`config.mk`:
```
export PLATFORM = sky130hd
export DESIGN_NAME = pss_clock_scaler
export DESIGN_NICKNAME = d
export VERILOG_FILES = /design/src/rtl/pss_pkg.sv /design/src/rtl/pss_cfg_gate.sv /design/src/rtl/pss_period_ctr.sv /design/src/rtl/pss_clk_gen.sv /design/src/rtl/pss_clock_scaler.sv
export SDC_FILE = /design/constraint.sdc
export NUM_CORES = 1
export LEC_CHECK = 0
export ABC_AREA = 0
export CORE_AREA = 4 4 41 43
export CTS_BUF_LIST = sky130_fd_sc_hd__clkbuf_4
export DETAILED_ROUTE_END_ITERATION = 12
export DIE_AREA = 0 0 45 47
export GPL_TIMING_DRIVEN = 0
export PLACE_DENSITY = 0.8
export SYNTH_ARGS = -nofsm -noshare
export SYNTH_HDL_FRONTEND = slang
export SYNTH_HIERARCHICAL = 1
export SYNTH_SLANG_ARGS = --single-unit
export TNS_END_PERCENT = 20
```
`constraint.sdc`:
```
create_clock -name clk -period 6.7 [get_ports clk]
set_input_delay 1.005 -clock clk [delete_from_list [all_inputs] [get_ports clk]]
set_output_delay 1.005 -clock clk [all_outputs]
set_load 0.03 [all_outputs]
```
`src/rtl/pss_pkg.sv`:
```
package pss_pkg;
  // Encoding of the scaling code: bit 1 = C, bit 0 = M; value k -> factor 2^k
  localparam int unsigned SCALE_CODE_W = 2;
  localparam int unsigned SCALE_MAX_SHIFT = (1 << SCALE_CODE_W) - 1;

  typedef logic [SCALE_CODE_W-1:0] scale_code_t;

  // Width of a phase counter able to hold one full period at the slowest rate
  function automatic int unsigned phase_width(input int unsigned max_shift);
    return max_shift + 1;
  endfunction
endpackage

```
`src/rtl/pss_cfg_gate.sv`:
```
module pss_cfg_gate #(
  parameter int unsigned CODE_W = 2
) (
  input  logic              clk,
  input  logic              rst,
  input  logic              cfg_wr,
  input  logic [CODE_W-1:0] cfg_code,
  input  logic              supervisor,
  input  logic              at_end,
  output logic [CODE_W-1:0] pend_code,
  output logic              pend_valid
);
  logic wr_ok;

  // Only writes made in supervisor mode are accepted
  assign wr_ok = cfg_wr & supervisor;

  always_ff @(posedge clk) begin
    if (rst) begin
      pend_code  <= '0;
      pend_valid <= 1'b0;
    end else if (wr_ok) begin
      // the last accepted write wins; a write at a period end stays pending
      pend_code  <= cfg_code;
      pend_valid <= 1'b1;
    end else if (at_end) begin
      pend_valid <= 1'b0;
    end
  end

  p_user_write_ignored_r4: assert property (@(posedge clk) disable iff (rst)
    (cfg_wr && !supervisor) |=> $stable(pend_code));

  p_pending_set_on_write_r8: assert property (@(posedge clk) disable iff (rst)
    (cfg_wr && supervisor) |=> (pend_valid && pend_code == $past(cfg_code)));
endmodule

```
`src/rtl/pss_period_ctr.sv`:
```
module pss_period_ctr #(
  parameter int unsigned MAX_SHIFT = 3,
  parameter int unsigned CODE_W    = 2,
  parameter int unsigned CNT_W     = MAX_SHIFT + 1
) (
  input  logic              clk,
  input  logic              rst,
  input  logic [CODE_W-1:0] pend_code,
  input  logic              pend_valid,
  output logic              at_end,
  output logic [CNT_W-1:0]  cnt_n,
  output logic [CODE_W-1:0] act_n,
  output logic [CODE_W-1:0] act_q
);
  logic [CNT_W-1:0] cnt_q;
  logic [CNT_W-1:0] last;

  // Last phase of a period at the active rate: 2F-1
  always_comb begin
    last   = CNT_W'((2 << act_q) - 1);
    at_end = (cnt_q == last);
    cnt_n  = at_end ? '0 : cnt_q + 1'b1;
    act_n  = (at_end && pend_valid) ? pend_code : act_q;
  end

  always_ff @(posedge clk) begin
    if (rst) begin
      // park at the last phase of a factor-1 period so release starts a period
      cnt_q <= CNT_W'(1);
      act_q <= '0;
    end else begin
      cnt_q <= cnt_n;
      act_q <= act_n;
    end
  end

  p_phase_in_period_r2: assert property (@(posedge clk) disable iff (rst)
    cnt_q <= last);

  p_code_hold_mid_period_r6: assert property (@(posedge clk) disable iff (rst)
    !at_end |=> $stable(act_q));
endmodule

```
`src/rtl/pss_clk_gen.sv`:
```
module pss_clk_gen #(
  parameter int unsigned MAX_SHIFT = 3,
  parameter int unsigned CODE_W    = 2,
  parameter int unsigned CNT_W     = MAX_SHIFT + 1
) (
  input  logic              clk,
  input  logic              rst,
  input  logic [CNT_W-1:0]  cnt_n,
  input  logic [CODE_W-1:0] act_n,
  output logic              cpu_ce,
  output logic              cpu_clk,
  output logic              fast_ce
);
  logic [MAX_SHIFT:0] aligned;
  logic [CNT_W-1:0]   half;

  // aligned[s]: next phase is a multiple of 2^s
  for (genvar s = 0; s <= MAX_SHIFT; s++) begin : g_align
    if (s == 0) begin : g_any
      assign aligned[s] = 1'b1;
    end else begin : g_low
      assign aligned[s] = (cnt_n[s-1:0] == '0);
    end
  end

  assign half = CNT_W'(1) << act_n;

  always_ff @(posedge clk) begin
    if (rst) begin
      cpu_clk <= 1'b0;
      cpu_ce  <= 1'b0;
      fast_ce <= 1'b1;
    end else begin
      cpu_clk <= (cnt_n < half);
      cpu_ce  <= (cnt_n == '0);
      fast_ce <= aligned[act_n];
    end
  end

  logic rst_d;
  always_ff @(posedge clk) rst_d <= rst;

  always_ff @(posedge clk) begin
    if (rst_d == 1'b1) begin
      p_fast_in_reset_r5: assert (fast_ce && !cpu_ce && !cpu_clk);
    end
  end

  p_ce_on_rise_r2: assert property (@(posedge clk) disable iff (rst)
    cpu_ce |-> (cpu_clk && !$past(cpu_clk)));

  p_rise_has_ce_r2: assert property (@(posedge clk) disable iff (rst)
    $rose(cpu_clk) |-> cpu_ce);

  p_ce_implies_fast_r7: assert property (@(posedge clk) disable iff (rst)
    cpu_ce |-> fast_ce);
endmodule

```
`src/rtl/pss_clock_scaler.sv`:
```
module pss_clock_scaler
  import pss_pkg::*;
#(
  parameter int unsigned MAX_SHIFT = SCALE_MAX_SHIFT,
  parameter int unsigned CODE_W    = $clog2(MAX_SHIFT + 1)
) (
  input  logic              clk,
  input  logic              rst,
  input  logic              cfg_wr,
  input  logic [CODE_W-1:0] cfg_code,
  input  logic              supervisor,
  output logic              cpu_ce,
  output logic              cpu_clk,
  output logic              fast_ce,
  output logic [CODE_W-1:0] code_rd
);
  localparam int unsigned CNT_W = phase_width(MAX_SHIFT);

  logic [CODE_W-1:0] pend_code;
  logic              pend_valid;
  logic              at_end;
  logic [CNT_W-1:0]  cnt_n;
  logic [CODE_W-1:0] act_n;
  logic [CODE_W-1:0] act_q;

  pss_cfg_gate #(.CODE_W(CODE_W)) u_cfg (
    .clk        (clk),
    .rst        (rst),
    .cfg_wr     (cfg_wr),
    .cfg_code   (cfg_code),
    .supervisor (supervisor),
    .at_end     (at_end),
    .pend_code  (pend_code),
    .pend_valid (pend_valid)
  );

  pss_period_ctr #(.MAX_SHIFT(MAX_SHIFT), .CODE_W(CODE_W), .CNT_W(CNT_W)) u_ctr (
    .clk        (clk),
    .rst        (rst),
    .pend_code  (pend_code),
    .pend_valid (pend_valid),
    .at_end     (at_end),
    .cnt_n      (cnt_n),
    .act_n      (act_n),
    .act_q      (act_q)
  );

  pss_clk_gen #(.MAX_SHIFT(MAX_SHIFT), .CODE_W(CODE_W), .CNT_W(CNT_W)) u_gen (
    .clk     (clk),
    .rst     (rst),
    .cnt_n   (cnt_n),
    .act_n   (act_n),
    .cpu_ce  (cpu_ce),
    .cpu_clk (cpu_clk),
    .fast_ce (fast_ce)
  );

  assign code_rd = act_q;

  p_code_moves_with_ce_r6: assert property (@(posedge clk) disable iff (rst)
    (code_rd != $past(code_rd)) |-> cpu_ce);

  p_reset_full_speed_r3: assert property (@(posedge clk)
    rst |=> (code_rd == '0));
endmodule

```
==> results of run 1 <==
-- worst register-to-register path: cells and delay by family, from the launching register on --
| family | cells | cell delay [ns] |
|---|---|---|
| XOR/XNOR | 1 | 0.18 |
| adder cells (fa/ha/maj) | 1 | 0.26 |
| multiplexers | 1 | 0.42 |
| AO/OA/AOI/OAI | 4 | 0.69 |
| AND/OR/NAND/NOR | 2 | 0.69 |
| flip-flops | 1 | 0.37 |
-- final cells by class --
| cell class | count | share of cell area |
|---|---|---|
| Sequential cell | 12 | 0.3082 |
| Inverter | 1 | 0.004815 |
| Clock buffer | 3 | 0.02889 |
| Tap cell | 15 | 0.02408 |
| Multi-Input combinational cell | 52 | 0.5056 |
| Timing Repair Buffer | 10 | 0.1284 |
-- path summary, 6_finish.rpt --
kind                                      from             end
worst min-delay path            u_ctr/cnt_q[0]  u_ctr/cnt_q[0]
worst max register to register  u_ctr/act_q[0]   u_gen/cpu_clk
worst min register to register  u_ctr/cnt_q[0]  u_ctr/cnt_q[0]
worst max-delay path            u_ctr/act_q[0]   u_gen/cpu_clk
-- flip-flops by register name, summed over array words and instances (netlist names) --
signal	cells
u_cfg/pend_code	2
u_cfg/pend_valid	1
u_ctr/act_q	2
u_ctr/cnt_q	4
u_gen/cpu_ce	1
u_gen/cpu_clk	1
u_gen/fast_ce	1
-- where the power goes --
part,switching (mW),internal [mW],leakage (nW)
Sequential,0.00295,0.0756,0.0983
Clock,0.0216,0.0208,0.0138
Combinational,0.0180,0.0174,0.190
-- logic make-up after synthesis --
logic type               share of synthesized area
AND/OR/NAND/NOR                             0.2608
AO/OA/AOI/OAI                               0.1706
flip-flops                                  0.3765
multiplexers                               0.06667
adder cells (fa/ha/maj)                    0.07843
XOR/XNOR                                   0.04118
buffers and inverters                     0.005877
-- cell usage after synthesis --
cell type  count  area (um^2)
ha_1           4        50.05
nor2b_1        2        12.51
dfxtp_1       12        240.2
nor2_1         2        7.510
mux2i_1        2        20.02
nor3b_1        1        7.510
or2b_1         2        15.01
a21o_1         3        22.52
or4_4          1        11.26
nand4_1        1        6.260
o21bai_1       1        7.510
mux2_2         2        22.52
xor2_1         1        8.760
a21oi_1        4        20.02
inv_1          1        3.750
nor4_2         1        12.51
a211oi_2       1        12.51
nand3_1        3        15.01
or4_1          1        7.510
a21oi_4        1        16.27
xnor2_1        2        17.52
and2b_2        1        8.760
nand2_1        4        15.01
nand2b_1       6        37.54
nor3_1         2        10.01
o21ai_0        2        10.01
a21bo_1        2        20.02
-- placed cells by master (no fill, tap or decap), types with 2 or more instances in the layout --
master,count
a21bo_1,2
a21o_1,3
a21oi_1,4
clkbuf_4,3
clkdlybuf4s50_1,10
dfxtp_1,12
ha_1,4
mux2_2,2
mux2i_1,2
nand2_1,4
nand2b_1,6
nand3_1,3
nor2_1,2
nor2b_1,2
nor3_1,2
o21ai_0,2
or2b_1,2
xnor2_1,2
-- stage by stage --
step / hold WS [ns] / utilization / cell area (um^2) / power [mW]
CTS: 0.4729 / 0.5990 / 779.5 / 0.1572
finish: 0.4686 / 0.5990 / 779.5 / 0.1564
global route: 0.4810 / 0.5990 / 779.5 / 0.1632
global placement: 0.4451 / 0.5817 / 757.0 / 0.1139
detailed placement: 0.4577 / 0.5817 / 757.0 / 0.1151
floorplan: 0.4120 / - / 638.1 / 0.1029
-- per-layer routing --
metal  up-vias  track usage  share of wire
li1        261            -              -
met1       238       0.1667           0.43
met2        11       0.2684           0.52
met3         4      0.03448          0.030
met4         0      0.07018          0.016
met5         -            0              0
==> summary.txt, run 1 <==
Status -> complete, no violations
Register bit total from synthesis -> 12
Area Overhead vs Synth -> 22.16%
Final setup violation count -> 0
Nets -> 90
CTS tree -> yes
Slowest-stage cell, CP -> or4_4
CP endpoint kind -> flop
Post-Syn Area -> 638.1 um^2
Initial DRC Count -> 6
Synth Net Count -> 75
Num CTS Buffers -> 3
IO Port Bufs -> 10
Width of the chip -> 45 um
Die area -> 2115 um^2
Number of stages on the worst setup path -> 9
Sequential cell area -> 240.2 um^2
Seq/Total Area, Yosys -> 0.3765
Setup WS pre-CTS -> 4.046 ns
Share of cells above drive strength 1 -> 0.1282
Rel. slew slack -> 0.6985
Fin. max-slew vios -> 0
Clock root cell -> clkbuf_4
IO Pins -> 11
Clk Latency, worst-skew pair -> 0.27 ns
Top delay family on crit path -> compound AO/OA/AOI/OAI gates
Fin crit share -> 0.4020
PwrDens -> 200.6 nW/um^2
Crit-path cells -> xor2_1 -> or4_4 -> a21oi_4 -> mux2_2 -> or2b_1 -> ha_1 -> o21ai_0 -> o21bai_1 -> a211oi_2
Largest net degree at the start of global routing -> 15
Worst VDD drop -> 116.3 uV
Fmax -> 0.3713 GHz
Max incr delay on CP -> 0.45 ns
H-tree levels -> 1
Via count -> 514
Multi-input logic area -> 394.1 um^2
Cts hold-fix bufs -> 0
Netlist cell types -> 27
Vias/cell -> 5.527
First-pass GRT wire length -> 2.201 mm
Max-cap violations -> 0
Gr ovfl total -> 0
Worst Tran Pin Value -> 0.4509 ns
Final WS setup -> 4.007 ns
Min-delay worst type -> reg2reg
Worst Hold Depth -> 1
Crit start category -> flop
Dpl hpwl -> 966.9 um
Clk slew on worst S/H paths -> 0.07 ns
Placed cell count -> 90
Unrepaired setup endpoints after global routing -> false
Leakage -> 0.3017 nW
Core Area -> 1301 um^2
# resized after CTS -> 0
WP data required -> 6.88 ns
Die height -> 47 um
# rows -> 13
Initial antenna violation count -> 0
Sink Count -> 12
Vias in the first global route -> 479
R2R depth -> 9
GPL Wtd Cong -> 0.6588
Post-layout minimum cycle time -> 2.693 ns
CP Buf/Inv Count -> 0
Worst clock skew -> 0.007482 ns
Critical path arrival -> 2.88 ns
Setup_tns -> 0 ns
Syn_area_per_cell -> 9.817 um^2
# diodes -> 0
Routed WL -> 1.313 mm
Crit Path Max Fanout -> 6
Kind of critical path -> reg2reg
Cells after Synth -> 65
Initial Util -> 0.4904
Clock buffer depth -> 2
Filler cells -> 123
DR pass1 iterations -> 4
Remaining DRCs -> 0
Synth Warn # -> 6
GRT Total Usage -> 0.1494
FF-to-FF setup slack -> 4.01 ns
Setup Buffers After CTS -> 0
Avg WL per Cell -> 14.12 um
Detail Route Antenna Nets -> 0
Post-Layout Cell Count -> 93
Hold Vio Cnt, Final -> 0
(Power assumes the default switching activity.)
==> run 2, diff against run 1 <==
Clock period 6.7 ns to 2.55 ns, I/O delays scaled along.
==> run 2 against run 1 <==
Net effect: the flow now finishes with violations (negative setup slack); combinational power rose to 2.7 times the previous value; sequential share of layout area down 1.1 points; critical path type unchanged; sequential power rose to 2.6 times the previous value; fmax grew 5.5%; clock skew decreased by 0.0061 ns; highest routed layer is now met3; core utilization increased by 2.8 points; power grew to 2.7 times the previous value; non-clock buffer count is 3 higher.
==> summary.txt, run 2 (same netlist as run 1, synthesis figures left out) <==
Max-cap violations -> 0 (unchanged)
FF-to-FF End -> u_gen/cpu_clk
Final WS setup -> -0.002562 ns (-4.009 ns)
Fin crit share -> 1.001 (+0.5990)
Multi-input logic area -> 401.6 um^2 (+1.9%)
PwrDens -> 519.8 nW/um^2 (+160%)
Crit-path cells -> xor2_1 -> or4_4 -> a21oi_4 -> buf_4 -> mux2_4 -> or2b_1 -> ha_1 -> o21ai_0 -> o21bai_1 -> a211oi_2
Final setup violation count -> 1 (+1)
Largest net degree at the start of global routing -> 15 (unchanged)
Gr ovfl total -> 0 (unchanged)
Die height -> 47 um (unchanged)
Initial antenna violation count -> 0 (unchanged)
Clock network power share -> 0.284 (+0.013)
Unrepaired setup endpoints after global routing -> true
Vias/cell -> 5.546 (+0.35%)
Routed WL -> 1.320 mm (+0.53%)
Area Overhead vs Synth -> 27.84%
Status -> finished with violations
CTS tree -> yes
R2R depth -> 10 (+1)
Top reg by flops -> u_ctr/cnt_q
Switching Fraction -> 0.2838 (+0.01164)
WP data required -> 2.73 ns (-4.15 ns)
Fin. max-slew vios -> 0 (unchanged)
Crit start category -> flop
Core Area -> 1301 um^2 (unchanged)
Hold_sp -> u_ctr/cnt_q[0]
Switch Pwr -> 0.1204 mW (+180%)
P_int -> 0.3037 mW (+170%)
Via count -> 538 (+4.7%)
Min-delay worst type -> reg2reg
Clk Latency, worst-skew pair -> 0.27 ns (about the same)
Worst setup path start -> u_ctr/act_q[0]
Nets -> 93 (+3.3%)
IO Pins -> 11 (unchanged)
Initial Util -> 0.4904 (unchanged)
Reg-to-reg startpoint -> u_ctr/act_q[0]
CP endpoint kind -> flop
Leakage -> 0.3229 nW (+7.0%)
Vias in the first global route -> 494 (+3.1%)
Cts hold-fix bufs -> 0 (unchanged)
Worst Tran Pin Value -> 0.4679 ns (+0.01702 ns)
Crit Path Max Fanout -> 6 (unchanged)
Sequential cell area -> 242.7 um^2 (+1.0%)
GPL Wtd Cong -> 0.6592 (about the same)
Worst Hold Depth -> 1 (unchanged)
Total power -> 0.4240 mW (+170%)
Remaining DRCs -> 0 (unchanged)
Seq pwr share -> 0.486 (-0.016)
Commonest non-fill, non-tap cells in the layout -> clkdlybuf4s50_1 (10), dfxtp_1 (10), nand2b_1 (6)
Hold Vio Cnt, Final -> 0 (unchanged)
Hold EP -> u_ctr/cnt_q[0]
Clock buffer depth -> 2 (unchanged)
Worst VDD drop -> 405.0 uV (+250%)
Width of the chip -> 45 um (unchanged)
Max incr delay on CP -> 0.44 ns (about the same)
# diodes -> 0 (unchanged)
Critical path arrival -> 2.74 ns (-0.14 ns)
Post-Layout Cell Count -> 97 (+4.3%)
Largest regs -> u_ctr/cnt_q x4, u_cfg/pend_code x2, u_ctr/act_q x2
GRT Total Usage -> 0.1475 (-0.001942)
# rows -> 13 (unchanged)
Post-layout minimum cycle time -> 2.553 ns (-0.1408 ns)
First-pass GRT wire length -> 2.235 mm (+1.5%)
FF-to-FF setup slack -> -0.003 ns (-4.01 ns)
Failing checks -> negative setup slack
Die area -> 2115 um^2 (unchanged)
Initial DRC Count -> 5 (-1)
Core Util, Final -> 0.6269 (+0.02789)
Avg WL per Cell -> 13.61 um (-3.6%)
DR pass1 iterations -> 4 (unchanged)
Clock root cell -> clkbuf_4
IO Port Bufs -> 10 (unchanged)
Slowest-stage cell, CP -> or4_4
Dpl hpwl -> 936.2 um (-3.2%)
Worst clock skew -> 0.001393 ns (-0.006089 ns)
CP Buf/Inv Count -> 1 (+1)
Clk slew on worst S/H paths -> 0.08 ns (about the same)
Sink Count -> 12 (unchanged)
Kind of critical path -> reg2reg
Detail Route Antenna Nets -> 0 (unchanged)
Share of cells above drive strength 1 -> 0.1829 (+0.05472)
Placed cell count -> 90 (unchanged)
Top delay family on crit path -> compound AO/OA/AOI/OAI gates
H-tree levels -> 1 (unchanged)
Num CTS Buffers -> 3 (unchanged)
Fmax -> 0.3918 GHz (+5.5%)
Filler cells -> 108 (-12%)
Largest register FFs -> 4 (unchanged)
Logic pwr share -> 0.229 (+0.002)
Rel. slew slack -> 0.6871 (-0.01138)
## run 2: changes by cell type in the layout (fill, tap and decap cells not counted)
cell,before,now
clkinv_1,0,1
dfxtp_2,0,2
buf_4,0,3
mux2_4,0,2
dfxtp_1,12,10
mux2_2,2,0
## run 2: power by group through the flow
stage / registers, mW / clock network (mW) / logic [mW]
2_1_floorplan: 0.220 / 0 / 0.0506
3_3_place_gp: 0.210 / 0 / 0.0895
4_1_cts: 0.206 / 0.124 / 0.0968
5_1_grt: 0.208 / 0.133 / 0.105
3_5_place_dp: 0.211 / 0 / 0.0932
6_report: 0.206 / 0.120 / 0.0973
## run 2: area by class of cell
cell class / count / share of cell area
flip-flops and latches: 12 / 0.2975
clock inverters: 1 / 0.004601
repair buffers: 13 / 0.1503
multi-input cells: 52 / 0.4923
inverters: 1 / 0.004601
clock buffers: 3 / 0.02761
well taps: 15 / 0.02301
## run 2: layer usage
metal | wire length (um) | part of all wire | up-vias | GRT usage
met1 | 601 | 0.46 | 263 | 0.1770
met3 | 55 | 0.042 | 0 | 0.05747
met2 | 664 | 0.50 | 9 | 0.2486
met4 | 0 | 0 | 0 | 0.03509
li1 | - | - | 266 | -
met5 | 0 | 0 | - | 0
## run 2: what timing repair did
| action | 4_1_cts | 5_1_grt |
|---|---|---|
| resized for setup | 2 | 0 |
| setup endpoints to repair | 1 | 1 |
| pin swaps | 2 | 1 |
| setup buffers | 3 | 0 |
## run 2: worst max path at each step
stage	to	slack (ns)	depth (start not counted)
floorplan	u_gen/cpu_clk	0.01	9
finish	u_gen/cpu_clk	-0.003	10
global route	u_gen/cpu_clk	-0.07	10
global placement	u_gen/cpu_clk	-0.003	9
CTS	u_gen/cpu_clk	0.01	10
detailed placement	u_gen/cpu_clk	-0.11	9
## run 2: through the flow
stage / cell area, um^2 / setup TNS, ns / setup slack [ns] / hold slack, ns
after global placement: 759.5 / -0.002723 / -0.002723 / 0.4450
after CTS: 815.8 / 0 / 0.01006 / 0.4720
after global routing: 815.8 / -0.07456 / -0.07456 / 0.4854
final: 815.8 / -0.002562 / -0.002562 / 0.4655
after floorplan: 640.6 / 0 / 0.01462 / 0.4120
after detailed placement: 759.5 / -0.1127 / -0.1127 / 0.4542
==> run 3, diff against run 2 <==
--- a/config.mk
+++ b/config.mk
@@ -10,2 +10,3 @@
 export CTS_BUF_LIST = sky130_fd_sc_hd__clkbuf_4
+export CTS_CLUSTER_SIZE = 10
 export DETAILED_ROUTE_END_ITERATION = 12
==> constraint.sdc (replaced) <==
create_clock -name clk -period 3.1 [get_ports clk]
set_input_delay 0.465 -clock clk [delete_from_list [all_inputs] [get_ports clk]]
set_output_delay 0.465 -clock clk [all_outputs]
set_load 0.01 [all_outputs]
==> results of run 3 <==
Same layout as run 1 (identical final DEF). Status: complete, no violations.
Among the figures that moved: setup slack after placement 4.046 ns -> 0.4458 ns; setup slack after layout 4.007 ns -> 0.4066 ns; register-to-register setup slack 4.01 ns -> 0.41 ns; total power 0.1564 mW -> 0.3313 mW; worst IR drop on VDD 116.3 uV -> 250.9 uV
